File: src/rtl/fwd_pkg.sv
package fwd_pkg;

  typedef enum logic [1:0] {
    SEL_RF  = 2'd0,
    SEL_ALU = 2'd1,
    SEL_MEM = 2'd2
  } opnd_sel_e;

  // Younger producer is checked first.
  function automatic opnd_sel_e pick_path(input logic hit_alu, input logic hit_mem);
    if (hit_alu)      return SEL_ALU;
    else if (hit_mem) return SEL_MEM;
    else              return SEL_RF;
  endfunction

endpackage

File: src/rtl/fwd_operand_match.sv
module fwd_operand_match
  import fwd_pkg::*;
#(
  parameter int REG_AW = 5
) (
  input  logic [REG_AW-1:0] src_i,
  input  logic              use_i,
  input  logic [REG_AW-1:0] alu_dst_i,
  input  logic              alu_we_i,
  input  logic              alu_load_i,
  input  logic [REG_AW-1:0] mem_dst_i,
  input  logic              mem_we_i,
  output opnd_sel_e         sel_o,
  output logic              alu_hit_o,
  output logic              mem_hit_o,
  output logic              hazard_o
);

  function automatic logic reg_match(input logic [REG_AW-1:0] src,
                                     input logic [REG_AW-1:0] dst,
                                     input logic              we);
    return we && (src != '0) && (src == dst);
  endfunction

  always_comb begin
    alu_hit_o = reg_match(src_i, alu_dst_i, alu_we_i);
    mem_hit_o = reg_match(src_i, mem_dst_i, mem_we_i);
    sel_o     = pick_path(alu_hit_o, mem_hit_o);
    hazard_o  = use_i && alu_load_i && alu_hit_o;
  end

endmodule

File: src/rtl/fwd_sel_stage.sv
module fwd_sel_stage
  import fwd_pkg::*;
#(
  parameter int NUM_SRC = 2
) (
  input  logic                   clk,
  input  logic                   rst_n,
  input  logic                   valid_i,
  input  logic                   stall_i,
  input  opnd_sel_e [NUM_SRC-1:0] sel_d_i,
  output opnd_sel_e [NUM_SRC-1:0] sel_q_o,
  output logic                   bubble_o
);

  logic pass_w;
  assign pass_w = valid_i && !stall_i;

  for (genvar i = 0; i < NUM_SRC; i++) begin : g_sel
    always_ff @(posedge clk) begin
      if (!rst_n)       sel_q_o[i] <= SEL_RF;
      else if (pass_w)  sel_q_o[i] <= sel_d_i[i];
      else              sel_q_o[i] <= SEL_RF;
    end
  end

  always_ff @(posedge clk) begin
    if (!rst_n) bubble_o <= 1'b0;
    else        bubble_o <= stall_i;
  end

endmodule

File: src/rtl/fwd_interlock_unit.sv
module fwd_interlock_unit
  import fwd_pkg::*;
#(
  parameter int REG_AW  = 5,
  parameter int NUM_SRC = 2
) (
  input  logic                           clk,
  input  logic                           rst_n,
  input  logic                           rd_valid_i,
  input  logic [NUM_SRC-1:0][REG_AW-1:0] rd_src_i,
  input  logic [NUM_SRC-1:0]             rd_use_i,
  input  logic [REG_AW-1:0]              alu_dst_i,
  input  logic                           alu_we_i,
  input  logic                           alu_load_i,
  input  logic [REG_AW-1:0]              mem_dst_i,
  input  logic                           mem_we_i,
  output logic [NUM_SRC-1:0][1:0]        ex_sel_o,
  output logic                           stall_o,
  output logic                           ex_bubble_o
);

  localparam int SEL_W = $bits(opnd_sel_e);

  opnd_sel_e [NUM_SRC-1:0] sel_next_w;
  opnd_sel_e [NUM_SRC-1:0] sel_cur_w;
  logic      [NUM_SRC-1:0] alu_hit_w;
  logic      [NUM_SRC-1:0] mem_hit_w;
  logic      [NUM_SRC-1:0] hazard_w;
  logic                    load_use_w;

  for (genvar i = 0; i < NUM_SRC; i++) begin : g_opnd
    fwd_operand_match #(.REG_AW(REG_AW)) u_match (
      .src_i      (rd_src_i[i]),
      .use_i      (rd_use_i[i]),
      .alu_dst_i  (alu_dst_i),
      .alu_we_i   (alu_we_i),
      .alu_load_i (alu_load_i),
      .mem_dst_i  (mem_dst_i),
      .mem_we_i   (mem_we_i),
      .sel_o      (sel_next_w[i]),
      .alu_hit_o  (alu_hit_w[i]),
      .mem_hit_o  (mem_hit_w[i]),
      .hazard_o   (hazard_w[i])
    );
    assign ex_sel_o[i] = SEL_W'(sel_cur_w[i]);
  end

  assign load_use_w = rd_valid_i && (|hazard_w);
  assign stall_o    = load_use_w;

  fwd_sel_stage #(.NUM_SRC(NUM_SRC)) u_stage (
    .clk      (clk),
    .rst_n    (rst_n),
    .valid_i  (rd_valid_i),
    .stall_i  (load_use_w),
    .sel_d_i  (sel_next_w),
    .sel_q_o  (sel_cur_w),
    .bubble_o (ex_bubble_o)
  );

endmodule

File: config.mk
export PLATFORM = sky130hd
export DESIGN_NAME = fwd_interlock_unit
export DESIGN_NICKNAME = d
export VERILOG_FILES = /design/src/rtl/fwd_pkg.sv /design/src/rtl/fwd_operand_match.sv /design/src/rtl/fwd_sel_stage.sv /design/src/rtl/fwd_interlock_unit.sv
export SDC_FILE = /design/constraint.sdc
export NUM_CORES = 1
export LEC_CHECK = 0
export ABC_AREA = 1
export BUFFER_PORTS_ARGS = -buffer_cell sky130_fd_sc_hd__buf_2
export CORE_MARGIN = 4
export CORE_UTILIZATION = 47
export CTS_CLUSTER_SIZE = 24
export DETAILED_ROUTE_END_ITERATION = 12
export PLACE_DENSITY = 0.93
export SKIP_LAST_GASP = 1
export SYNTH_ARGS = -nofsm -noshare
export SYNTH_HDL_FRONTEND = slang
export SYNTH_SLANG_ARGS = --single-unit
File: constraint.sdc
create_clock -name clk -period 1.48 [get_ports clk]
set_input_delay 0.074 -clock clk [delete_from_list [all_inputs] [get_ports clk]]
set_output_delay 0.074 -clock clk [all_outputs]
set_load 0.01 [all_outputs]
After elaboration in Yosys (flattened, before gate mapping)
Cells that the tools add are included.
{"block": "word_totals", "reg_bits": 5}
{"block": "op_classes", "n_eq_ne": 4, "muxes": 4, "bitwise": 2, "reduce_logical": 21}
{"op": "== test 5 bit", "count": 4}
{"op": "logical AND 1 bit", "count": 14}
{"op": "nonzero test 5 bit", "count": 2}
{"op": "OR reduction 3 bit", "count": 2}
{"op": "2-to-1 mux 2 bit", "count": 2}
{"op": "2-to-1 mux 1 bit", "count": 2}
{"op": "NOT 1 bit", "count": 2}
{"op": "AND reduction 2 bit", "count": 1}
{"op": "OR reduction 2 bit", "count": 1}
{"op": "logical NOT 1 bit", "count": 1}

Logic depth before layout (Yosys ltp)
Gate-level depths: netlist of run 1.
{"block": "depth", "word_depth": 10, "ltp_mapped": 9, "ltp_nobuf": 9}

Cells and area by module
From an unflattened synthesis of run 1, not the netlist that was laid out.
{"block": "unflattened", "cells_unflattened": 182, "hier_area_um2": 813.3}
{"mod": "fwd_operand_match", "n_inst": 2, "cells_per_inst": 81, "area_each_um2": 325.3, "seq_area_each_um2": 0.0}
{"mod": "fwd_sel_stage", "n_inst": 1, "cells_per_inst": 17, "area_each_um2": 151.4, "seq_area_each_um2": 100.1}
{"mod": "fwd_interlock_unit", "n_inst": 1, "cells_per_inst": 3, "area_each_um2": 11.3, "seq_area_each_um2": 0.0}

Worst setup path after synthesis of run 1
Ideal clock, no wire load.
{"block": "synth_timing", "path_type": "input -> output", "startpoint": "input rd_src_i[3] (netlist bit)", "endpoint": "output stall_o", "arrival_ns": 0.720, "required_ns": 1.406, "slack_ns": 0.686, "stages": 8, "path_buffers": 0, "cell_sequence": "inv_2 -> nand2_1 -> nand2_1 -> inv_1 -> nand2_1 -> nor2_1 -> nand3_2 -> a21boi_1"}
{"block": "synth_between", "elab_chain_len": 6}
{"item": "start: declaration", "line": "fwd_interlock_unit.sv:10", "text": "input logic [NUM_SRC-1:0][REG_AW-1:0] rd_src_i,"}
{"item": "nonzero test 5 bit", "line": "fwd_operand_match.sv:22", "text": "return we && (src != '0) && (src == dst);"}
{"item": "logical AND 1 bit", "line": "fwd_operand_match.sv:22"}
{"item": "logical AND 1 bit (*)", "line": "fwd_operand_match.sv:22"}
{"item": "logical AND 1 bit (*)", "line": "fwd_operand_match.sv:29", "text": "hazard_o = use_i && alu_load_i && alu_hit_o;"}
{"item": "OR reduction 2 bit (*)", "line": "fwd_interlock_unit.sv:48", "text": "assign load_use_w = rd_valid_i && (|hazard_w);"}
{"item": "logical AND 1 bit (*)", "line": "fwd_interlock_unit.sv:48"}
{"item": "end: declaration", "line": "fwd_interlock_unit.sv:18", "text": "output logic stall_o,"}
Mark *: on every way between the ends. The rest lies on a longest branch, timed or not.

Worst setup path in the final report of run 1
Ends and elaborated chain as after synthesis.

==> results of run 1 <==
## worst paths after layout
check	endpoint	slack, ns	cells after the start
hold / removal	u_stage.bubble_o	0.10	3
setup / recovery	stall_o	0.43	10
## power breakdown
group | switching, uW | internal (uW) | leakage, uW | total, uW
registers | 0.126 | 136 | 0.0000403 | 136
clock network | 51.1 | 102 | 0.0000150 | 153
logic | 105 | 71.5 | 0.000503 | 176
## layer usage
layer / share of wire (%) / routed length [um] / GRT usage [%] / vias up
met5: 0 / 0 / 0 / -
met4: 1.5 / 27 / 9.66 / 0
met3: 7.6 / 137 / 2.77 / 4
met2: 53 / 962 / 36.5 / 32
met1: 38 / 685 / 19.7 / 391
li1: - / - / - / 484
## sequential cells by signal, summed over array words and instances, names as in the netlist
register          cells
u_stage.bubble_o      1
u_stage.sel_q_o       4
## stage by stage
stage	setup WS (ns)	std cells	cell area [um^2]	power [uW]	hold WS, ns
2_1_floorplan	0.686	135	669	239	0.213
3_3_place_gp	0.471	183	853	307	0.332
3_5_place_dp	0.432	183	853	313	0.340
4_1_cts	0.429	187	880	469	0.0877
5_1_grt	0.330	187	880	510	0.108
6_report	0.431	187	880	465	0.102
## cell type report
class / count / area, um^2 / area share (%)
Clock buffer: 4 / 26.3 / 2.99
Inverter: 29 / 109 / 12.4
Multi-Input combinational cell: 101 / 460 / 52.3
Sequential cell: 5 / 100 / 11.4
Tap cell: 15 / 18.8 / 2.13
Timing Repair Buffer: 33 / 165 / 18.8
## cell usage after synthesis
cell type                   n  share of area (%)
sky130_fd_sc_hd__nand2_1   51                 29
sky130_fd_sc_hd__inv_1     20                 11
sky130_fd_sc_hd__nor2_1    19                 11
sky130_fd_sc_hd__inv_2      9                5.0
sky130_fd_sc_hd__dfxtp_1    5                 15
sky130_fd_sc_hd__o21ai_0    5                3.7
sky130_fd_sc_hd__a21oi_1    4                3.0
sky130_fd_sc_hd__nand4_1    4                3.7
sky130_fd_sc_hd__nand3_1    3                2.2
sky130_fd_sc_hd__nand3_2    2                3.0
sky130_fd_sc_hd__nor2_2     2                1.9
sky130_fd_sc_hd__o21ai_1    2                1.5
sky130_fd_sc_hd__xnor2_1    2                2.6
sky130_fd_sc_hd__xor2_1     2                2.6
sky130_fd_sc_hd__a21boi_1   1                1.1
sky130_fd_sc_hd__and2_1     1               0.94
sky130_fd_sc_hd__nand3b_1   1                1.1
sky130_fd_sc_hd__o211ai_1   1                1.1
sky130_fd_sc_hd__o22ai_1    1               0.94
## logic make-up (layout without fill, tap and decap cells)
logic type | after synthesis | after routing | synth area share (%)
flip-flops | 5 | 5 | 15.0
XOR/XNOR | 4 | 4 | 5.23
buffers and inverters | 29 | 66 | 16.3
AND/OR/NAND/NOR | 83 | 83 | 52.1
AO/OA/AOI/OAI | 14 | 14 | 11.4
==> flow_summary.html, run 1 <==
<table>
<tr><th>Metric</th><th>Value</th></tr>
<tr><th colspan="2">Clocking</th></tr>
<tr><td>Number of levels in the clock H-tree</td><td>1</td></tr>
<tr><td>Clock transition at the register clock pins on the worst setup and hold paths after CTS</td><td>0.04 ns</td></tr>
<tr><td>Post-cts hold buffer count</td><td>0</td></tr>
<tr><td>Number of buffers added for setup after CTS</td><td>0</td></tr>
<tr><td>CTS-repair resized insts</td><td>0</td></tr>
<tr><td>Clk Tree Root Cell</td><td>sky130_fd_sc_hd__clkbuf_4</td></tr>
<tr><td>CTS buffer count</td><td>3</td></tr>
<tr><td>CTS tree</td><td>built</td></tr>
<tr><td>Maximum buffer depth of the clock tree</td><td>2</td></tr>
<tr><td>Number of sinks driven by the clock tree</td><td>5</td></tr>
<tr><th colspan="2">Flow run</th></tr>
<tr><td>MaxCap Viol Count</td><td>0</td></tr>
<tr><th colspan="2">Placed design</th></tr>
<tr><td>Sum of net half-perimeters after detailed placement</td><td>1630 um</td></tr>
<tr><td>Routability cong.</td><td>0.882</td></tr>
<tr><td>Number of buffers added on ports</td><td>33</td></tr>
<tr><th colspan="2">Pwr</th></tr>
<tr><td>Leakage power</td><td>0.000558 uW</td></tr>
<tr><td>Cell area power density</td><td>529 nW/um^2</td></tr>
<tr><td>Worst vdd ir</td><td>0.000236 V</td></tr>
<tr><th colspan="2">Synthesis</th></tr>
<tr><td>Proportion of synthesized chip area in sequential cells</td><td>15.0%</td></tr>
<tr><td>Post-synthesis register bit count</td><td>5</td></tr>
<tr><td>Post-Syn Area</td><td>669 um^2</td></tr>
<tr><td>Net count of the mapped netlist</td><td>163</td></tr>
<tr><td>Mean instance size in the synthesized netlist</td><td>4.96 um^2</td></tr>
<tr><td>Count of yosys warnings during synthesis</td><td>0</td></tr>
<tr><td>Syn Inst Count</td><td>135</td></tr>
<tr><td>Post-synthesis cell type count</td><td>19</td></tr>
<tr><th colspan="2">Worst setup path</th></tr>
<tr><td>Kind of critical path</td><td>input port to output port</td></tr>
<tr><td>Critical Path Start Type</td><td>input port</td></tr>
<tr><td>Most frequent cell on the critical path</td><td>sky130_fd_sc_hd__nand2_1</td></tr>
<tr><td>Cell family with the largest share of critical-path delay</td><td>simple AND/OR/NAND/NOR gates</td></tr>
<tr><td>First element of the critical path</td><td>rd_src_i[3]</td></tr>
<tr><td>Cell Chain, Critical Path</td><td>buf_2, inv_2, nand2_1, nand2_1, inv_1, nand2_1, nor2_1, nand3_2, a21boi_1, buf_2</td></tr>
<tr><td>CP max stage cell</td><td>sky130_fd_sc_hd__a21boi_1</td></tr>
<tr><td>Critical-path maximum fanout</td><td>6</td></tr>
<tr><td>Kind of end point of the critical path</td><td>output port</td></tr>
<tr><td>Worst stage delay on the critical path</td><td>0.14 ns</td></tr>
<tr><td>Required @ worst endpoint</td><td>1.41 ns</td></tr>
<tr><td>Combined buffer and inverter count along the critical path</td><td>4</td></tr>
<tr><td>Worst EP arrival</td><td>0.98 ns</td></tr>
<tr><th colspan="2">Timing</th></tr>
<tr><td>Share of the clock period used by the worst path after layout</td><td>70.9%</td></tr>
<tr><td>Number of slew-limit violations in the final report</td><td>0</td></tr>
<tr><td>Actual slew at the worst max-slew pin</td><td>0.194 ns</td></tr>
<tr><td>Setup-violating endpoint count in the final report</td><td>0</td></tr>
<tr><td>Relative slew slack</td><td>87.0%</td></tr>
<tr><td>Period minus WS final</td><td>1.05 ns</td></tr>
<tr><td>Maximum operating frequency</td><td>953 MHz</td></tr>
<tr><td>Final Hold Vio Count</td><td>0</td></tr>
<tr><td>Setup TNS</td><td>0 ns</td></tr>
<tr><td>Setup repair after global routing missed its margin</td><td>no</td></tr>
<tr><th colspan="2">Route</th></tr>
<tr><td>Drt via density</td><td>4.87</td></tr>
<tr><td>Average wire per cell in the routed design</td><td>9.70 um</td></tr>
<tr><td>Post-route ant nets</td><td>0</td></tr>
<tr><td>Overall via count from detail_route</td><td>911</td></tr>
<tr><td>Number of search-and-repair iterations in the first detailed-routing pass</td><td>4</td></tr>
<tr><td>Initial drt markers</td><td>17</td></tr>
<tr><td>Number of remaining DRC errors</td><td>0</td></tr>
<tr><td>Detailed Route WL</td><td>1810 um</td></tr>
<tr><th colspan="2">Finish</th></tr>
<tr><td>Top library cells by usage in the layout, fill and taps aside</td><td>sky130_fd_sc_hd__nand2_1, sky130_fd_sc_hd__buf_2, sky130_fd_sc_hd__inv_1, sky130_fd_sc_hd__nor2_1, sky130_fd_sc_hd__inv_2</td></tr>
<tr><td>Layout Utilization</td><td>66.8%</td></tr>
<tr><td>Number of antenna cells inserted</td><td>0</td></tr>
<tr><td># fillers</td><td>129</td></tr>
<tr><td>Synth-to-layout area growth</td><td>31.4%</td></tr>
<tr><td># nets final</td><td>201</td></tr>
<tr><td>Fraction of final layout cells with drive strength greater than 1</td><td>28.5%</td></tr>
<tr><td>Most common library cell in the layout ignoring fill and taps</td><td>sky130_fd_sc_hd__nand2_1</td></tr>
<tr><th colspan="2">Floorplan</th></tr>
<tr><td>Die outline width</td><td>45.7 um</td></tr>
<tr><td>Number of rows in the core area</td><td>13</td></tr>
<tr><td>Vert. Die Dim</td><td>45.7 um</td></tr>
<tr><td>Top-level port count</td><td>34</td></tr>
<tr><td>Core box area</td><td>1320 um^2</td></tr>
<tr><td>Area enclosed by the die boundary</td><td>2090 um^2</td></tr>
<tr><td>Starting density of the core</td><td>50.8%</td></tr>
<tr><th colspan="2">Global routing</th></tr>
<tr><td>First-pass GRT wire length</td><td>2900 um</td></tr>
<tr><td>Via count of the first global-routing pass</td><td>774</td></tr>
<tr><td>Aggregate global routing overflow</td><td>0</td></tr>
<tr><td>Initial antenna violation count</td><td>0</td></tr>
<tr><td>All-Layer GR Usage</td><td>19.1%</td></tr>
<tr><td>Maximum number of pins on one net before global-route repair</td><td>7</td></tr>
<tr><th colspan="2">Worst hold path</th></tr>
<tr><td>Launch point of the worst hold path</td><td>rst_n</td></tr>
<tr><td>Worst hold path class</td><td>input port to flop</td></tr>
<tr><th colspan="2">Outcome</th></tr>
<tr><td>Result of the run</td><td>complete, no violations</td></tr>
</table>
Note: power is estimated with default switching activity, not from simulation.
==> run 2: changes to the inputs <==
CORE_UTILIZATION = 44   (was 47)
PLACE_DENSITY = 0.89   (was 0.93)
clock period = 1 ns   (was 1.48 ns; I/O delays follow)
==> run 2 against run 1 <==
Cell count up 4.8%. First-iteration DRC count grew to 3.5 times the previous value. Sequential cell count stayed put. Final area grew 19%. Count of clock-buffer cells in the layout unchanged. Utilization grew 10 points. Routed wire length grew 35%. Global-route usage grew 0.075 points. Non-clock buffer count rose by 9. Critical path type unchanged. Largest cell class unchanged.
==> flow_summary.html, run 2 (synthesized netlist as in run 1, its figures left out) <==
<table>
<tr><th>Metric</th><th>Value</th></tr>
<tr><th colspan="2">Global routing</th></tr>
<tr><td>First-pass GRT wire length</td><td>2950 um (+1.7%)</td></tr>
<tr><td>Maximum number of pins on one net before global-route repair</td><td>7 (unchanged)</td></tr>
<tr><td>All-Layer GR Usage</td><td>19.2% (+0.075 points)</td></tr>
<tr><td>Met2 usage</td><td>29.5% (-7.0 points)</td></tr>
<tr><td>Initial antenna violation count</td><td>0 (unchanged)</td></tr>
<tr><td>Aggregate global routing overflow</td><td>0 (unchanged)</td></tr>
<tr><td>Met3 GRT Util</td><td>6.13% (+3.4 points)</td></tr>
<tr><td>Met1 Track Usage GR</td><td>23.4% (+3.7 points)</td></tr>
<tr><td>Most Crowded Layer GR</td><td>met2</td></tr>
<tr><td>Via count of the first global-routing pass</td><td>719 (-7.1%)</td></tr>
<tr><th colspan="2">Finish</th></tr>
<tr><td>Number of antenna cells inserted</td><td>0 (unchanged)</td></tr>
<tr><td>Top flop regs</td><td>u_stage.sel_q_o x4, u_stage.bubble_o x1</td></tr>
<tr><td>Synth-to-layout area growth</td><td>56.8%</td></tr>
<tr><td>Most common library cell in the layout ignoring fill and taps</td><td>sky130_fd_sc_hd__nand2_1</td></tr>
<tr><td>Area of the multi-input gates</td><td>504 um^2 (+9.5%)</td></tr>
<tr><td>Cell Count, Final, Fillers Out</td><td>196 (+4.8%)</td></tr>
<tr><td>Register cell area after layout</td><td>100 um^2 (unchanged)</td></tr>
<tr><td># nets final</td><td>210 (+4.5%)</td></tr>
<tr><td>Top library cells by usage in the layout, fill and taps aside</td><td>sky130_fd_sc_hd__nand2_1, sky130_fd_sc_hd__buf_2, sky130_fd_sc_hd__nor2_1, sky130_fd_sc_hd__inv_1, sky130_fd_sc_hd__buf_4</td></tr>
<tr><td># fillers</td><td>94 (-27%)</td></tr>
<tr><td>Fraction of final layout cells with drive strength greater than 1</td><td>42.0% (+14 points)</td></tr>
<tr><td>Register with the most flip-flops</td><td>u_stage.sel_q_o</td></tr>
<tr><td>Max FFs per register</td><td>4 (unchanged)</td></tr>
<tr><th colspan="2">Placed design</th></tr>
<tr><td>Number of buffers added on ports</td><td>33 (unchanged)</td></tr>
<tr><td>Sum of net half-perimeters after detailed placement</td><td>1600 um (-1.9%)</td></tr>
<tr><td>Routability cong.</td><td>0.908 (+3.0%)</td></tr>
<tr><td>Number of placed cells counting well taps</td><td>183 (unchanged)</td></tr>
<tr><th colspan="2">Clocking</th></tr>
<tr><td>Number of sinks driven by the clock tree</td><td>5 (unchanged)</td></tr>
<tr><td>Number of levels in the clock H-tree</td><td>1 (unchanged)</td></tr>
<tr><td>Clk Tree Root Cell</td><td>sky130_fd_sc_hd__clkbuf_4</td></tr>
<tr><td>CTS tree</td><td>built</td></tr>
<tr><td>Maximum buffer depth of the clock tree</td><td>2 (unchanged)</td></tr>
<tr><td>CTS buffer count</td><td>3 (unchanged)</td></tr>
<tr><td>Clock transition at the register clock pins on the worst setup and hold paths after CTS</td><td>0.04 ns (about the same)</td></tr>
<tr><th colspan="2">Route</th></tr>
<tr><td>Overall via count from detail_route</td><td>1014 (+11%)</td></tr>
<tr><td>Number of remaining DRC errors</td><td>0 (unchanged)</td></tr>
<tr><td>Detailed Route WL</td><td>2450 um (+35%)</td></tr>
<tr><td>Drt via density</td><td>5.17 (+6.2%)</td></tr>
<tr><td>Number of search-and-repair iterations in the first detailed-routing pass</td><td>4 (unchanged)</td></tr>
<tr><td>Average wire per cell in the routed design</td><td>12.5 um (+29%)</td></tr>
<tr><td>Initial drt markers</td><td>60 (+43)</td></tr>
<tr><td>Post-route ant nets</td><td>0 (unchanged)</td></tr>
<tr><th colspan="2">Worst setup path</th></tr>
<tr><td>Kind of end point of the critical path</td><td>output port</td></tr>
<tr><td>Worst EP arrival</td><td>0.94 ns (-0.04 ns)</td></tr>
<tr><td>Critical-path maximum fanout</td><td>4 (-2)</td></tr>
<tr><td>Kind of critical path</td><td>input port to output port</td></tr>
<tr><td>Critical Path Start Type</td><td>input port</td></tr>
<tr><td>Required @ worst endpoint</td><td>0.95 ns (-0.46 ns)</td></tr>
<tr><th colspan="2">Pwr</th></tr>
<tr><td>Power spent charging and discharging nets</td><td>286 uW (+83%)</td></tr>
<tr><td>Overall power</td><td>791 uW (+70%)</td></tr>
<tr><td>Sequential fraction of design power</td><td>25.5% (-3.8 points)</td></tr>
<tr><td>Worst vdd ir</td><td>0.000419 V (+78%)</td></tr>
<tr><td>Portion of total power attributed to the clock network</td><td>30.8% (-2.0 points)</td></tr>
<tr><td>Net switching fraction of the power</td><td>36.1% (+2.6 points)</td></tr>
<tr><td>Cell-internal power</td><td>505 uW (+63%)</td></tr>
<tr><td>Cell area power density</td><td>753 nW/um^2 (+43%)</td></tr>
<tr><td>Portion of total power attributed to combinational logic</td><td>43.7% (+5.8 points)</td></tr>
<tr><td>Leakage power</td><td>0.000617 uW (+11%)</td></tr>
<tr><th colspan="2">Floorplan</th></tr>
<tr><td>Core box area</td><td>1370 um^2 (+3.7%)</td></tr>
<tr><td>Area enclosed by the die boundary</td><td>2210 um^2 (+5.6%)</td></tr>
<tr><td>Die outline width</td><td>47.0 um (+2.8%)</td></tr>
<tr><td>Vert. Die Dim</td><td>47.0 um (+2.8%)</td></tr>
<tr><td>Starting density of the core</td><td>49.0% (-1.8 points)</td></tr>
<tr><td>Number of rows in the core area</td><td>13 (unchanged)</td></tr>
<tr><td>Top-level port count</td><td>34 (unchanged)</td></tr>
<tr><th colspan="2">Flow run</th></tr>
<tr><td>MaxCap Viol Count</td><td>0 (unchanged)</td></tr>
<tr><th colspan="2">Timing</th></tr>
<tr><td>Maximum operating frequency</td><td>1010 MHz</td></tr>
<tr><td>Number of slew-limit violations in the final report</td><td>0 (unchanged)</td></tr>
<tr><td>Relative slew slack</td><td>86.3% (-0.72 points)</td></tr>
<tr><td>Actual slew at the worst max-slew pin</td><td>0.204 ns (+0.0100 ns)</td></tr>
<tr><td>Share of the clock period used by the worst path after layout</td><td>98.6%</td></tr>
<tr><td>Final Hold Vio Count</td><td>0 (unchanged)</td></tr>
<tr><td>Setup-violating endpoint count in the final report</td><td>0 (unchanged)</td></tr>
<tr><td>Period minus WS final</td><td>0.986 ns</td></tr>
<tr><th colspan="2">Outcome</th></tr>
<tr><td>Result of the run</td><td>complete, no violations</td></tr>
<tr><th colspan="2">Worst hold path</th></tr>
<tr><td>Worst hold path class</td><td>input port to flop</td></tr>
</table>
[run 2: routing by layer]
layer	part of all wire [%]	up-vias	routed length, um
li1	-	501	-
met1	38	442	932
met2	51	63	1260
met3	8.5	8	209
met4	2.2	0	53
met5	0	-	0
[run 2: path summary, 6_finish.rpt]
check / start / to / slack [ns] / depth (start not counted)
hold / removal: rd_valid_i / u_stage.bubble_o / 0.08 / 3
setup / recovery: alu_dst_i[2] / stall_o / 0.01 / 9
[run 2: power groups by stage]
stage / Clock, uW / Sequential [uW] / Combinational [uW]
2_1_floorplan: 0 / 205 / 148
3_3_place_gp: 0 / 205 / 250
3_5_place_dp: 0 / 205 / 257
4_1_cts: 254 / 201 / 259
5_1_grt: 261 / 201 / 378
6_report: 244 / 201 / 346
[run 2: worst max-delay path, cell delays in order]
cell and delay, ns:
sky130_fd_sc_hd__buf_2 0.13, sky130_fd_sc_hd__inv_2 0.07, sky130_fd_sc_hd__nand2_2 0.06, sky130_fd_sc_hd__nand2_2 0.09, sky130_fd_sc_hd__nand2_2 0.05, sky130_fd_sc_hd__nor2_2 0.11, sky130_fd_sc_hd__nand3_2 0.10, sky130_fd_sc_hd__a21boi_1 0.13
sky130_fd_sc_hd__buf_2 0.14
[run 2: cell type report]
class                   instances  share of cell area (%)
clock buffers                   4                    2.50
flip-flops and latches          5                    9.54
inverters                      29                    11.3
repair buffers                 42                    26.8
well taps                      15                    1.79
multi-input cells             101                    48.0
[run 2: what timing repair did]
action                                  4_1_cts  5_1_grt
pin swaps                                     0       11
endpoints found under the setup margin        1        1
buffers inserted                              0        9
resized for setup                             1       39
hold buffers                                  0        0
[run 2: metrics by stage]
stage / worst slack (ns) / util (%) / TNS [ns] / area, um^2 / hold slack, ns
after floorplan: 0.254 / - / 0 / 669 / 0.189
after global placement: 0.0162 / 62.5 / 0 / 853 / 0.311
after detailed placement: -0.00674 / 62.5 / -0.00674 / 853 / 0.318
after CTS: 0.0156 / 64.4 / 0 / 880 / 0.0456
after global routing: -0.0958 / 76.8 / -0.0958 / 1050 / 0.0814
final: 0.0140 / 76.8 / 0 / 1050 / 0.0834
